$ cat src/rtl/ttag_writer.sv
module ttag_writer #(
  parameter int ADDR_W        = 8,
  parameter int CH_W          = 2,
  parameter int RESYNC_PERIOD = 20,
  localparam int RS_W         = $clog2(RESYNC_PERIOD)
) (
  input  logic              clk,
  input  logic              rst_n,
  input  logic              run,
  input  logic              multi_stop,
  input  logic              resync,
  input  logic              start_i,
  input  logic              stop_i,
  input  logic [CH_W-1:0]   stop_ch,
  input  logic [4:0]        cfg_micro_lsb,
  input  logic [5:0]        cfg_micro_len,
  input  logic [4:0]        cfg_macro_lsb,
  input  logic [5:0]        cfg_macro_len,
  input  logic [4:0]        cfg_ch_lsb,
  output logic              sync_o,
  output logic              wr_en,
  output logic [ADDR_W-1:0] wr_addr,
  output logic [31:0]       wr_data,
  output logic [31:0]       wr_count
);

  logic [RS_W-1:0]   rs_cnt;
  logic [31:0]       timer, macro_cnt, t_now;
  logic [ADDR_W-1:0] nxt_addr, pair_addr;
  logic [CH_W-1:0]   pend_ch;
  logic              armed, pend, start_eff, armed_eff, hit;

  function automatic logic [31:0] place(input logic [31:0] v, input logic [5:0] len,
                                        input logic [4:0] lsb);
    logic [31:0] m;
    m = (len >= 6'd32) ? 32'hFFFF_FFFF : ((32'h1 << len) - 32'h1);
    return (v & m) << lsb;
  endfunction

  assign sync_o    = run & multi_stop & resync & (rs_cnt == '0);
  assign start_eff = run & (multi_stop ? (resync ? sync_o : (start_i & ~armed)) : start_i);
  assign armed_eff = armed | start_eff;
  assign t_now     = start_eff ? 32'd0 : timer;
  assign hit       = run & stop_i & armed_eff & ~pend;
  assign pair_addr = (&nxt_addr) ? '0 : nxt_addr;

  always_ff @(posedge clk or negedge rst_n) begin
    if (!rst_n) begin
      rs_cnt    <= '0;
      timer     <= '0;
      macro_cnt <= '0;
      armed     <= 1'b0;
    end else begin
      if (!run)                                     rs_cnt <= '0;
      else if (rs_cnt == RS_W'(RESYNC_PERIOD - 1))  rs_cnt <= '0;
      else                                          rs_cnt <= rs_cnt + 1'b1;
      timer     <= start_eff ? 32'd1 : timer + 32'd1;
      macro_cnt <= macro_cnt + 32'd1;
      armed     <= run & ~(hit & ~multi_stop) & armed_eff;
    end
  end

  always_ff @(posedge clk or negedge rst_n) begin
    if (!rst_n) begin
      pend     <= 1'b0;
      pend_ch  <= '0;
      nxt_addr <= '0;
      wr_en    <= 1'b0;
      wr_addr  <= '0;
      wr_data  <= '0;
      wr_count <= '0;
    end else begin
      pend    <= hit & multi_stop;
      pend_ch <= stop_ch;
      wr_en   <= pend | hit;
      if (pend) begin
        wr_addr  <= nxt_addr;
        wr_data  <= {1'b1, 31'(pend_ch)};
        nxt_addr <= nxt_addr + 1'b1;
        wr_count <= wr_count + 32'd1;
      end else if (hit && multi_stop) begin
        wr_addr  <= pair_addr;
        wr_data  <= t_now;
        nxt_addr <= pair_addr + 1'b1;
        wr_count <= wr_count + 32'd1;
      end else if (hit) begin
        wr_addr  <= nxt_addr;
        wr_data  <= place(t_now, cfg_micro_len, cfg_micro_lsb)
                  | place(macro_cnt, cfg_macro_len, cfg_macro_lsb)
                  | place(32'(stop_ch), 6'(CH_W), cfg_ch_lsb);
        nxt_addr <= nxt_addr + 1'b1;
        wr_count <= wr_count + 32'd1;
      end
    end
  end

  // the second word follows at once at the next address
  a_r8_pair_adjacent: assert property (@(posedge clk) disable iff (!rst_n)
    pend |-> wr_en && !wr_data[31] ##1 wr_en && wr_data[31] && wr_addr == $past(wr_addr) + 1'b1);

  // consecutive writes go to consecutive addresses, except at the wrap
  a_r1_addr_step: assert property (@(posedge clk) disable iff (!rst_n)
    wr_en && $past(wr_en) |-> wr_addr == $past(wr_addr) + 1'b1 || wr_addr == '0);

  // the count follows the writes
  a_r9_count_inc: assert property (@(posedge clk) disable iff (!rst_n)
    wr_en |-> wr_count == $past(wr_count) + 32'd1);
  a_r9_count_hold: assert property (@(posedge clk) disable iff (!rst_n)
    !wr_en |-> $stable(wr_count));

  // with run low, only the second word of a pair already begun may follow
  a_r2_stop_cmd: assert property (@(posedge clk) disable iff (!rst_n)
    !run && !pend |=> !wr_en);

  // the sync pulse lasts one cycle
  a_r7_sync_pulse: assert property (@(posedge clk) disable iff (!rst_n)
    sync_o && run |=> !sync_o);

endmodule

$ cat config.mk
export PLATFORM = sky130hd
export DESIGN_NAME = ttag_writer
export DESIGN_NICKNAME = d
export VERILOG_FILES = /design/src/rtl/ttag_writer.sv
export SDC_FILE = /design/constraint.sdc
export NUM_CORES = 1
export LEC_CHECK = 0
export ABC_AREA = 1
export BUFFER_PORTS_ARGS = -buffer_cell sky130_fd_sc_hd__buf_4
export CAP_MARGIN = 20
export CORE_ASPECT_RATIO = 1.25
export CORE_UTILIZATION = 62
export DETAILED_ROUTE_END_ITERATION = 10
export GPL_TIMING_DRIVEN = 0
export PLACE_DENSITY = 0.88
export SYNTH_ARGS = -nofsm -noshare
export SYNTH_HDL_FRONTEND = slang
export SYNTH_SLANG_ARGS = --single-unit
$ cat constraint.sdc
create_clock -name clk -period 3.2 [get_ports clk]
set_input_delay 0.16 -clock clk [delete_from_list [all_inputs] [get_ports clk]]
set_output_delay 0.16 -clock clk [all_outputs]
set_load 0.01 [all_outputs]
==> impl_metrics.ini, run 1 <==
[run_status]
status = complete, no violations

[global_route]
grt_pass1_vias = 15800
grt_pass1_wl_mm = 80.1
grt.total_usage_pct = 45.5
overflow = 0
grt_antenna_before_repair = 0
grt_max_degree = 89

[placement]
dp_cells = 2560
place_ws_ps = -103
dpl.hpwl_mm = 38.8
place.gp.congestion = 1.15
port_buffers = 97

[synthesis]
syn_area_per_cell_um2 = 6.16
synth_area_um2 = 13500
yosysTopAreaCellShare_pct = 28.6
yosysTopAreaCell = dfrtp_1
seq_area_frac_synth_pct = 28.6
ys_types = 50
syn_nets = 2232
synth_area_leaders = dfrtp_1 (29%), nand3_1 (17%), nand2_1 (15%)
syn_inst = 2188
ys_seq_elements = 154
yosys_warnings = 0

[pwr]
power_density_nw_per_um2 = 406
pwr-share-comb_pct = 28.4
finalPower_uw = 6210
peakVddDrop_mv = 0.375
clockPowerShare_pct = 34.0
power.share.sequential_pct = 37.7
swShare_pct = 38.5
p_int_uw = 3820
p_switching_uw = 2390
cellLeakagePower_uw = 0.00780

[routing]
vias = 16500
drcViolationCount = 0
vias_per_cell = 6.34
drt-total-wl_mm = 50.2
dr.pass1.iters = 8
routedWlPerCell_um = 19.3
antenna_left = 0
dr.first_iter.drc_count = 1911

[timing]
fin_crit_ps = 3000
finClkSkew_ps = 19.4
setup_slack_ps = 196
drv_slew = 0
worstMarginPinSlew_ps = 788
setup_viol = 0
fmax_ghz = 0.333
fin_crit_sh_pct = 93.9
slew-limit-headroom_pct = 47.4
tns_ps = 0
final_hold_viol_count = 0

[worst_setup_path]
crit_fanout = 10
cpMostUsedCell = nand2_1
crit_chain = inv_1, ha_1, nand3b_1, or2_1, nand2_1, nand2_1, buf_4, inv_2, nor2_1, nand3_1, nand2_1, nand3_1, nand2_1, nand2_1, nand3_1, nand3_1, nand3_1, o21ai_0, nand2_1
max_stage_delay_ps = 390
crit_path_start_kind = register
slowest_stage = dfrtp_1
critPathKind = reg -> reg
worstPathRequired_ps = 3580
crit_path_end_kind = register
cp.arrival_ps = 3380

[final_layout]
utilization_pct = 72.7
n_antenna_cell = 0
syn_to_final_growth_pct = 13.5
instances_no_fill = 2598
layout.nets = 2355
layout_commonest_cell = nand2_1
final_cell_mix = nand2_1 (522), nand3_1 (457), nor2_1 (242)
drive_gt1_share_pct = 9.04

[floorplanning]
initial_utilization_pct = 64.0
ioPinCount = 110
die_x_um = 134
dieArea_um2 = 22300
fp-row-count = 59
core_um2 = 21000
die_h_um = 167

[flow_run]
maxCapViolations = 0

[clock_tree]
cts_num_sinks = 154
clkLatencyLatePin_ps = 450
cts_inserted_buffers = 17
cts_buffer_depth = 2
path_clk_slew_ps = 80
htree_levels = 4
cts_tree = done
clockRootBuffer = clkbuf_16

[hold_path]
hold_path_class = in -> reg
layer usage:
layer  share of wire, %  vias to the layer above  global-route usage, %
met5                  0                        -                      0
met3                8.4                      294                   6.51
met1                 37                     7416                   53.1
met2                 47                     1131                   75.9
met4                7.7                        0                   33.3
li1                   -                     7642                      -
state kept, by name, indices dropped and copies added (netlist names):
name / cells
pend_ch: 2
wr_count: 32
armed: 1
timer: 32
wr_en: 1
rs_cnt: 5
wr_data: 32
pend: 1
macro_cnt: 32
nxt_addr: 8
wr_addr: 8
cell type report:
class                   count  area (um^2)
clock inverters            15          168
repair buffers            104          815
multi-input cells        1732         8500
fillers                  1856         5750
inverters                 194          732
well taps                 274          343
clock buffers              17          425
plain buffers             108          452
flip-flops and latches    154         3850
per-stage QoR:
stage               cell area (um^2)  hold WS [ps]
floorplan                      13500          -136
global placement               14500           295
detailed placement             14600           197
CTS                            15200           185
global route                   15300           268
finish                         15300           234
power groups by stage:
stage | combinational (uW) | clock, uW | sequential [uW]
finish | 1760 | 2110 | 2340
global route | 1920 | 2170 | 2360
global placement | 1630 | 0 | 2350
detailed placement | 1680 | 0 | 2360
floorplan | 966 | 0 | 2390
CTS | 1700 | 2100 | 2330
cell families (layout without fill, tap and decap cells):
logic type | count (synthesis) | in the layout | synth area share [%]
fa+ha+maj | 8 | 8 | 0.743
buf+inv | 302 | 438 | 8.67
compound gates | 195 | 195 | 8.17
flops | 154 | 154 | 28.6
xor+xnor | 64 | 64 | 4.16
simple gates | 1465 | 1465 | 49.7
worst paths after layout:
kind,from,cells after the start,end,slack (ps)
max,rs_cnt[0]$_DFF_PN0_,19,wr_data[20]$_DFFE_PN0P_,200
min,multi_stop,4,wr_data[11]$_DFFE_PN0P_,230
max reg2reg,rs_cnt[0]$_DFF_PN0_,19,wr_data[20]$_DFFE_PN0P_,200
min reg2reg,rs_cnt[0]$_DFF_PN0_,1,rs_cnt[0]$_DFF_PN0_,490
max in group asynchronous,rst_n,3,wr_data[26]$_DFFE_PN0P_,2000
min in group asynchronous,rst_n,2,wr_count[19]$_DFFE_PN0P_,270
Yosys cell counts (all sizes together):
master and instances:
nand2 525, nand3 463, nor2 271, inv 193, dfrtp 154, nand4 115
o21ai 78, a21oi 66, clkbuf 60, nor3 56, xor2 49, buf 48
nor4 15, xnor2 15, a31oi 12, o211ai 10, ha 8, o21bai 8
and3 6, nor3b 5, nand3b 4, or2 4, o21a 3, a211oi 2
a22oi 2, a311oi 2, a41oi 2, o22ai 2, o311ai 2, o31ai 2
and2 1, clkinv 1, o2111ai 1, o221a 1, o221ai 1, o32ai 1
worst max-delay path: cells and delay by family, from the launching register on:
family | cells | cell delay [ps]
buffers and inverters | 3 | 370
and+or+nand+nor | 14 | 1820
adders and majority gates | 1 | 190
DFF | 1 | 390
AOI/OAI and AO/OA | 1 | 170
what timing repair did:
action	in CTS	in global routing
hold buffers	4	0
endpoints found under the setup margin	0	34
resized for setup	0	26
endpoints found under the hold margin	69	0
buffers inserted	0	2
(Power assumes the default switching activity.)
==> inputs of run 2 (changes only) <==
ABC_AREA = not set   (was 1)
CORE_UTILIZATION = 63   (was 62)
CTS_BUF_LIST = sky130_fd_sc_hd__clkbuf_2   (was not set)
PLACE_DENSITY = 0.89   (was 0.88)
==> run 2 against run 1 <==
The run now fails in 5_1_grt. Synthesized area about the same. Synthesized cell count shrank 21%.
==> impl_metrics.ini, run 2 <==
[synthesis]
ys_seq_elements = 154
synth_flop_cell = dfrtp_1
synth_edf_count = 0
syn_area_per_cell_um2 = 7.78
syn_inst = 1733
syn_nets = 1777
synthTopCellsByCount = nand2_1 (199), nor2_1 (167), dfrtp_1 (154)
seq_area_frac_synth_pct = 28.6
synth_area_um2 = 13500
ys_types = 109
yosys_warnings = 0
synthArstFlopShare_pct = 100
yosysTopAreaCellShare_pct = 28.6
synth_area_leaders = dfrtp_1 (29%), nand2_1 (5.5%), nor2_1 (4.7%)
post-synth-top-count-cell = nand2_1
yosysTopAreaCell = dfrtp_1

[clock_tree]
cts_inserted_buffers = 17
cts_buffer_depth = 2
cts_num_sinks = 154
htree_levels = 4
clockRootBuffer = clkbuf_2

[floorplanning]
die_h_um = 166
initial_utilization_pct = 64.5
ioPinCount = 110
fp-row-count = 59
die_x_um = 133

[placement]
port_buffers = 102
dpl.hpwl_mm = 44.9
place_ws_ps = -1470
place.gp.congestion = 1.18

[global_route]
grt_max_degree = 95
grt_pass1_wl_mm = 97.9
grt.total_usage_pct = 58.6
overflow = 10
grt_pass1_vias = 16500

[run_status]
failed_stage = 5_1_grt
status = aborted with a tool error
toolErrorMsg = [ERROR GRT-0116] Global routing finished with congestion. Check the congestion regions in the DRC Viewer.
run 2: per-stage QoR:
step | TNS (ps) | area [um^2] | hold WS (ps) | utilization, % | instances
4_1_cts | -14.7 | 15200 | 19.0 | 72.8 | 2159
2_1_floorplan | 0 | 13500 | -136 | - | 1733
3_5_place_dp | -33970 | 14600 | 171 | 70.1 | 2111
3_3_place_gp | -30340 | 14600 | 289 | 69.9 | 2109
run 2: layer usage:
metal  GRT overflow  GRT usage (%)
met1              0           61.0
met2              4           85.6
met4              6           58.1
met3              0           28.0
met5              0           2.31
run 2: cell families after synthesis:
family,Yosys count,share of synthesized area (%)
compound gates,575,30.3
xor+xnor,93,6.04
fa+ha+maj,8,0.743
buf+inv,177,5.28
flops,154,28.6
mux,51,4.21
simple gates,675,24.8
run 2: what timing repair did:
item                                   4_1_cts
pin swaps                                    2
setup endpoints to repair                   63
setup buffers                                2
endpoints found under the hold margin      171
gates resized for setup                     35
hold buffers                                15
==> inputs of run 3 (changes only) <==
CORE_ASPECT_RATIO = not set   (was 1.25)
CORE_UTILIZATION = 40   (was 63)
CTS_BUF_LIST = not set   (was sky130_fd_sc_hd__clkbuf_2)
PLACE_DENSITY = not set   (was 0.89)
PLACE_DENSITY_LB_ADDON = 0.15   (was not set)
==> run 3 against run 2 <==
The flow now finishes, with violations (negative setup slack). Synthesized cell count unchanged. Synthesized area unchanged.
==> impl_metrics.ini, run 3 <==
[placement]
dpl.hpwl_mm = 49.5
place.gp.congestion = 1.03
place_ws_ps = -1510
dp_cells = 2279
port_buffers = 102

[synthesis]
seq_area_frac_synth_pct = 28.6
muxShareOfSynthArea_pct = 4.21
yosys_warnings = 0
syn_inst = 1733
synth_top_family_by_area = compound AO/OA/AOI/OAI gates
synthTopCellsByCount = nand2_1 (199), nor2_1 (167), dfrtp_1 (154)
synth-compound-area-share_pct = 30.3
synth_flop_cell = dfrtp_1
syn_nets = 1777
ys_seq_elements = 154
synthSimpleGateAreaFrac_pct = 24.8
synth_area_um2 = 13500
post-synth-top-count-cell = nand2_1
synth_adder_area_share_pct = 0.743
synth_edf_count = 0
synthArstFlopShare_pct = 100
yosysTopAreaCellShare_pct = 28.6
synth_xor_area_share_pct = 6.04
yosysTopAreaCell = dfrtp_1
syn_area_per_cell_um2 = 7.78
ys_types = 109
synth_area_leaders = dfrtp_1 (29%), nand2_1 (5.5%), nor2_1 (4.7%)

[worst_setup_path]
slowest_stage = buf_1
crit_fanout = 10
crit_path_start_kind = input pin
cpMostUsedCell = clkbuf_1
crit_path_end_kind = register
crit_chain = clkbuf_1, buf_1, clkbuf_1, clkbuf_1, a211oi_1, a211oi_1, o32ai_1, nor3_1, a31oi_1
worstPathRequired_ps = 3500
max_stage_delay_ps = 640
critPathKind = in -> reg
cp.arrival_ps = 3540

[clock_tree]
cts_num_sinks = 154
path_clk_slew_ps = 70
cts_inserted_buffers = 17
clkLatencyLatePin_ps = 460
cts_buffer_depth = 2
cts_tree = done
htree_levels = 4
clockRootBuffer = clkbuf_16

[routing]
dr.pass1.iters = 6
drcViolationCount = 0
routedWlPerCell_um = 27.3
vias = 15500
drt-total-wl_mm = 63.6
dr.first_iter.drc_count = 2336
antenna_left = 0
vias_per_cell = 6.67

[global_route]
grt_util_met3_pct = 8.35
use_met1_pct = 53.6
top_usage_layer = met1
grt_max_degree = 116
overflow = 0
grt_pass1_wl_mm = 94.1
grt_pass1_vias = 14400
grt_antenna_before_repair = 0
grtUsageMet2_pct = 52.2
grt.total_usage_pct = 37.0

[final_layout]
syn_to_final_growth_pct = 20.4
drive_gt1_share_pct = 19.0
instances_no_fill = 2327
n_antenna_cell = 0
layout.nets = 1920
layout_commonest_cell = nand2_1
nFillCells = 3328
final_cell_mix = nand2_1 (197), nor2_1 (162), dfrtp_1 (154)

[floorplanning]
dieArea_um2 = 34400
die_h_um = 186
ioPinCount = 110
die_x_um = 186
initial_utilization_pct = 41.0
core_um2 = 32900
fp-row-count = 66

[pwr]
power.share.sequential_pct = 36.8
swShare_pct = 37.8
p_switching_uw = 2390
cellLeakagePower_uw = 0.00633
pwr-share-comb_pct = 31.9
p_int_uw = 3930
peakVddDrop_mv = 0.402
clockPowerShare_pct = 31.3
power_density_nw_per_um2 = 390

[hold_path]
hold_path_class = in -> async

[flow_run]
maxCapViolations = 0

[timing]
rsz0062_at_grt = yes
setup_slack_ps = -46.4
fin_crit_ps = 3250
tns_ps = -111
drv_slew = 0
fmax_ghz = 0.308
finClkSkew_ps = 13.1
slew-limit-headroom_pct = 26.7
setup_viol = 4
worstMarginPinSlew_ps = 1100
final_hold_viol_count = 0
holdWs_ps = 171
fin_crit_sh_pct = 101

[run_status]
status = finished, violations left
violations = negative setup slack
## run 3: cell counts after synthesis
No cell type changed its count.
## run 3: cells by family after synthesis
| family | Yosys count |
|---|---|
| adders and majority gates | 8 |
| AOI/OAI and AO/OA | 575 |
| muxes | 51 |
| buffers and inverters | 177 |
| and+or+nand+nor | 675 |
| DFF | 154 |
| xor gates and xnor gates | 93 |
## run 3: final timing paths
path | from | end | slack (ps) | cells past startpoint
setup / recovery | cfg_micro_lsb[0] | wr_data[24]$_DFFE_PN0P_ | -50 | 9
hold reg to reg | wr_count[31]$_DFFE_PN0P_ | wr_count[31]$_DFFE_PN0P_ | 480 | 1
max in group asynchronous | rst_n | macro_cnt[22]$_DFF_PN0_ | 2090 | 3
hold / removal | rst_n | wr_count[28]$_DFFE_PN0P_ | 170 | 2
min in group clk | stop_i | wr_data[5]$_DFFE_PN0P_ | 240 | 4
setup reg to reg | rs_cnt[0]$_DFF_PN0_ | wr_data[30]$_DFFE_PN0P_ | -10 | 12
## run 3: per-stage QoR
step | power (uW) | utilization (%) | area, um^2
4_1_cts | 6220 | 48.4 | 15900
6_report | 6320 | 49.3 | 16200
3_3_place_gp | 4150 | 45.1 | 14800
3_5_place_dp | 4160 | 45.2 | 14900
5_1_grt | 6570 | 49.3 | 16200
2_1_floorplan | 3330 | - | 13500
## run 3: final cells by class
class	count	area, um^2	area share, %
Buffer	121	557	3.43
Clock buffer	19	443	2.73
Clock inverter	9	92.6	0.571
Inverter	50	188	1.16
Multi-Input combinational cell	1402	9520	58.7
Sequential cell	154	3850	23.8
Tap cell	442	553	3.41
Timing Repair Buffer	130	1010	6.23
## run 3: power by group through the flow
stage	combinational, uW	sequential [uW]	clock, uW
after floorplan	982	2350	0
after global placement	1800	2350	0
after detailed placement	1800	2360	0
after CTS	1900	2320	2000
after global routing	2150	2350	2070
final	2010	2330	1980
## run 3: repair_timing
item,CTS,global route
resized for setup,94,54
hold endpoints to repair,42,0
pin swaps,19,12
setup endpoints to repair,79,56
hold buffers,4,0
setup buffers,11,11
## run 3: critical path: cells and delay by family
| kind | cells | cell delay [ps] |
|---|---|---|
| AND/OR/NAND/NOR | 1 | 250 |
| buffers and inverters | 4 | 2090 |
| AO/OA/AOI/OAI | 4 | 1040 |
## run 3: metal layers
metal	wire, um	vias to the layer above
li1	-	6809
met1	28000	7597
met2	26200	950
met3	6840	158
met4	2430	0
met5	0	-
